==> config.mk <==
export PLATFORM = sky130hd
export DESIGN_NAME = byte_run_detector
export DESIGN_NICKNAME = d
export VERILOG_FILES = /design/src/rtl/run_det_pkg.sv /design/src/rtl/run_lane_cmp.sv /design/src/rtl/run_ctrl.sv /design/src/rtl/run_datapath.sv /design/src/rtl/byte_run_detector.sv
export SDC_FILE = /design/constraint.sdc
export NUM_CORES = 1
export LEC_CHECK = 0
export ABC_AREA = 1
export ABC_CLOCK_PERIOD_IN_PS = 1200
export BUFFER_PORTS_ARGS = -buffer_cell sky130_fd_sc_hd__buf_2
export CORE_MARGIN = 2
export CORE_UTILIZATION = 40
export CTS_CLUSTER_DIAMETER = 150
export DETAILED_ROUTE_END_ITERATION = 10
export MAX_ROUTING_LAYER = met4
export PLACE_DENSITY = 0.81
export SYNTH_ARGS = -nofsm -noshare
export SYNTH_HDL_FRONTEND = slang
export SYNTH_HIERARCHICAL = 1
export SYNTH_SLANG_ARGS = --single-unit
==> constraint.sdc <==
create_clock -name clk -period 1.2 [get_ports clk]
set_input_delay 0.06 -clock clk [delete_from_list [all_inputs] [get_ports clk]]
set_output_delay 0.06 -clock clk [all_outputs]
set_load 0.005 [all_outputs]
==> src/rtl/run_det_pkg.sv <==
package run_det_pkg;

  // Strobes from control to datapath.
  typedef struct packed {
    logic load;   // capture fresh flags this edge
    logic clear;  // force flags to zero this edge
  } runStrobes_t;

endpackage

==> src/rtl/run_lane_cmp.sv <==
module run_lane_cmp #(
  parameter int LANE_BITS = 8
) (
  input  logic [LANE_BITS-1:0] laneBits,
  input  logic                 selBit,
  output logic                 hit
);

  logic allZero;
  logic allOne;

  always_comb begin
    allZero = ~|laneBits;
    allOne  = &laneBits;   // lane bits only, selector excluded
    hit     = selBit ? allOne : allZero;
  end

endmodule

==> src/rtl/run_ctrl.sv <==
module run_ctrl
  import run_det_pkg::*;
(
  input  logic        clk,
  input  logic        rst,
  input  logic        inValid,
  output runStrobes_t strobes,
  output logic        outValid
);

  always_comb begin
    strobes.clear = rst;
    strobes.load  = inValid & ~rst;
  end

  always_ff @(posedge clk) begin
    if (rst) outValid <= 1'b0;
    else     outValid <= inValid;
  end

endmodule

==> src/rtl/run_datapath.sv <==
module run_datapath
  import run_det_pkg::*;
#(
  parameter int LANE_BITS  = 8,
  parameter int LANE_COUNT = 8,
  localparam int WORD_BITS = LANE_BITS * LANE_COUNT + 1
) (
  input  logic                  clk,
  input  runStrobes_t           strobes,
  input  logic [WORD_BITS-1:0]  inData,
  output logic [LANE_COUNT-1:0] flags
);

  logic [LANE_COUNT-1:0] laneHit;

  for (genvar gLane = 0; gLane < LANE_COUNT; gLane++) begin : gLanes
    run_lane_cmp #(.LANE_BITS(LANE_BITS)) laneCmp_i (
      .laneBits (inData[gLane*LANE_BITS +: LANE_BITS]),
      .selBit   (inData[(gLane+1)*LANE_BITS]),
      .hit      (laneHit[gLane])
    );
  end

  always_ff @(posedge clk) begin
    if (strobes.clear)     flags <= '0;
    else if (strobes.load) flags <= laneHit;
  end

endmodule

==> src/rtl/byte_run_detector.sv <==
module byte_run_detector
  import run_det_pkg::*;
#(
  parameter int LANE_BITS  = 8,
  parameter int LANE_COUNT = 8,
  localparam int WORD_BITS = LANE_BITS * LANE_COUNT + 1
) (
  input  logic                  clk,
  input  logic                  rst,
  input  logic                  inValid,
  input  logic [WORD_BITS-1:0]  inData,
  output logic                  outValid,
  output logic [LANE_COUNT-1:0] outFlags
);

  runStrobes_t strobes;

  run_ctrl ctrl_i (
    .clk      (clk),
    .rst      (rst),
    .inValid  (inValid),
    .strobes  (strobes),
    .outValid (outValid)
  );

  run_datapath #(
    .LANE_BITS  (LANE_BITS),
    .LANE_COUNT (LANE_COUNT)
  ) dpath_i (
    .clk     (clk),
    .strobes (strobes),
    .inData  (inData),
    .flags   (outFlags)
  );

endmodule

After elaboration in Yosys (flattened, before gate mapping):

Cells that the tools add are included.

* logic and storage cells: 36
* bits in registers: 9
* output and inout port bits: 9
* input bits: 68

* reduce and logical (&&, ||, !) cells: 24
* mux-type cells: 8
* bitwise operators: 2

Operators with widths (count)
* $reduce_and A8 Y1: 8
* $reduce_or A8 Y1: 8
* $logic_not A1 Y1: 8
* $mux W1: 8
* $and A1 B1 Y1: 1
* $not A1 Y1: 1

Logic depth before layout (Yosys ltp):

* word-level depth: 3
* mapped depth: 9
* depth with buffers taken out: 9

Cells and area by module:

The synthesis kept the hierarchy.

By module, submodules not included
* run_lane_cmp: cells each 15, area an instance 61.3 µm², instances 8, sequential area each 0.0 µm²
* run_datapath: cells each 51, area an instance 341.6 µm², instances 1, sequential area each 160.2 µm²
* run_ctrl: cells each 5, area an instance 38.8 µm², instances 1, sequential area each 20.0 µm²

Least setup slack after synthesis:

No wires, ideal clock.

* path type: in2reg
* start: input port inData[49]
* end: register dpath_i.flags[6]
* path slack: 0.504 ns
* setup time: 0.062 ns
* required time: 1.138 ns
* arrival time: 0.634 ns
* buffers on the path: 0
* cell stages on the path: 8
* cell sequence: or2_1 -> nor2_1 -> nand2_1 -> nand2_1 -> inv_1 -> nand2_1 -> nand2_1 -> nor2_2

* longest elaborated chain between the ends: 3
* elaborated cells between the ends (all ways): 4
* those cells by class: mux: 1; reduce/logical: 3

RTL lines
* from (decl): RTL line byte_run_detector.sv:11 `input logic [WORD_BITS-1:0] inData,`
* $reduce_or A8 Y1: RTL line run_lane_cmp.sv:13 `allZero = ~|laneBits;`
* $logic_not A1 Y1: RTL line run_lane_cmp.sv:13
* $mux W1 *: RTL line run_lane_cmp.sv:15 `hit = selBit ? allOne : allZero;`
* named net dpath_i.laneHit[6]: RTL line run_datapath.sv:14 `logic [LANE_COUNT-1:0] laneHit;`
* to (signal assigned): RTL line run_datapath.sv:26 `else if (strobes.load) flags <= laneHit;`
* to (decl): RTL line run_datapath.sv:11 `output logic [LANE_COUNT-1:0] flags`

The timed path passes the listed nets; every way through them passes the cells marked *.
A chain may end at the register's enable or synchronous reset.

==> results.ini <==
[sta]
period_needed_ps = 1050
fmax_mhz = 956
slew_headroom_pct = 83.9
tightest_slew_ps = 242
report.final.slew_viol_count = 0
worst_slack_ps = 154
rsz0062_at_grt = false
setup_tns_ps = 0
setup_viol = 0
hold_slack_ps = 28.5
timing.final.crit_share_pct = 87.1
skew_ps = 0
finalHoldViolations = 0

[worst_setup_path]
r2r_slack_ps = 630
worstSetupPathType = primary input to flop
arrival_ps = 1190
critPathMaxFanout = 16
rr_endpoint = dpath_i/flags[6]
endpoint_kind = flop
r2r-start = dpath_i/flags[6]
startpoint_type = primary input
cp.required_ps = 1350
worst-r2r-cell-count = 2

[cells_and_area]
syn2layout_area_growth_pct = 49.1
nNetsFinal = 324
drive_gt1_share_pct = 32.2
diodes = 0

[clock_network]
clkLatencyLatePin_ps = 250
clockBufferDepth = 2
cts.repair.resized = 0
clock-sinks = 9
path_clk_slew_ps = 60
cts_buffers = 3
cts_hold_buf = 1
cts_tree = done
cts_setup_buffers = 0
htree_levels = 1
cts-root-buf = clkbuf_4

[synth]
syn_inst = 176
avgSynthCellArea_sq_um = 4.95
yosysWarnings = 6
synth_top_cell_by_area = nand2_1
synth_area_sq_um = 871
synth_edf_count = 0
synth.most_common_cell = nand2_1
yosys-top-cells-area = nand2_1 (31%), nor2_1 (25%), dfxtp_1 (21%), or2_1 (5.7%), nand3_1 (4.6%)
synth_cell_types = 11
ys_seq_area_share_pct = 20.7
syn-num-nets = 244
synthFlopType = dfxtp_1
synth_commonest_cells = nand2_1 (71), nor2_1 (57), inv_1 (10)
synth_top_area_share_pct = 30.6
ys_ff_latch = 9
synthArstFlopShare_pct = 0

[floorplanning]
dieArea_sq_um = 2570
initial_core_util_pct = 43.5
pin_count = 77
chipWidth_microns = 50.7
die_h_microns = 50.7
core_area_sq_um = 2000
core.rowCount = 16

[hold_path]
worst_hold_path_type = primary input to flop
holdPathStages = 3
hp-start = inValid
min_to = ctrl_i/outValid

[power]
p_leak_nw = 0.718
power_density_nw_per_um2 = 630
power_mw = 0.819
vdd_ir_drop_max_mv = 0.625

[global_routing]
grt_start_max_net_pins = 17
antenna_found_initial = 0
grt_overflow = 0
first_global_vias = 1018
grt_pass1_wl_microns = 3650
grt_usage_pct = 17.9

[detailed_routing]
dr_wl_met3_microns = 214
ant_nets = 0
vias = 1201
drc_errors = 0
route.top_layer_used = met3
avgRoutedWirePerCell_microns = 7.46
dr.pass1.iters = 4
dr_wl_met2_microns = 924
met1_length_microns = 966
routed_via_density = 4.26
drtIter0Drc = 8
routed_wl_microns = 2110

[placed_design]
pre_cts_slack_ps = 315
numPortBuffers = 76
dp_hpwl_microns = 1820
gp_congestion = 0.641

[outcome]
status = finished clean

[run]
cap_viol_max_count = 0

routing by layer:
metal	vias to the layer above	track usage, %
met3	0	3.87
met4	0	2.70
met1	459	20.7
li1	693	-
met2	49	32.2
met5	-	-
cells by family (layout without fill, tap and decap cells):
logic type	count (synthesis)	after routing	share of synthesized area, %
buffers and inverters	13	92	7.76
DFF	9	9	20.7
and+or+nand+nor	154	154	71.6
cell type report:
type	count	area, sq um
Clock buffer	4	26.3
Fill cell	229	703
Inverter	10	37.5
Multi-Input combinational cell	154	623
Sequential cell	9	180
Tap cell	27	33.8
Timing Repair Buffer	78	398
how the worst max path moves through the flow:
stage | startpoint | endpoint | slack (ps) | cells after the start
after floorplan | inData[49] | dpath_i/flags[6] | 500 | 8
after global placement | inData[32] | dpath_i/flags[4] | 350 | 9
after detailed placement | inData[16] | dpath_i/flags[2] | 310 | 9
after CTS | rst | dpath_i/flags[2] | 160 | 7
after global routing | rst | dpath_i/flags[7] | 50 | 7
final | rst | dpath_i/flags[2] | 150 | 7
flip-flops by register name, summed over array words and instances, names as in the netlist:
| signal | cells |
|---|---|
| dpath_i/flags | 8 |
| ctrl_i/outValid | 1 |
critical path: stages:
cell and delay (ps):
dlygate4sd3_1 530, buf_2 130, nor2_1 90, buf_4 210, nand2_1 70, nand2_1 50, nor2_1 40
power by group:
group / internal, mW / switching, mW / leakage [nW]
registers: 0.316 / 0.00758 / 0.0741
clock network: 0.128 / 0.0966 / 0.0150
logic: 0.142 / 0.129 / 0.629
total: 0.585 / 0.233 / 0.718
cell usage in the layout, fill, tap and decap left out:
master	count
or2_1	8
nor3_1	8
buf_2	76
clkbuf_4	3
nand2_1	71
nor2_1	57
dfxtp_1	9
clkbuf_1	1
inv_1	10
nor2_2	1
nand3_1	8
buf_4	1
nand2_2	1
dlygate4sd3_1	1
through the flow:
| stage | instance area [sq um] | instances | util (%) |
|---|---|---|---|
| after floorplan | 871 | 176 | - |
| after global placement | 1260 | 277 | 63.1 |
| after detailed placement | 1260 | 277 | 63.1 |
| after CTS | 1300 | 282 | 64.9 |
| after global routing | 1300 | 282 | 64.9 |
| final | 1300 | 282 | 64.9 |
Power figures use the tool's default switching activity.
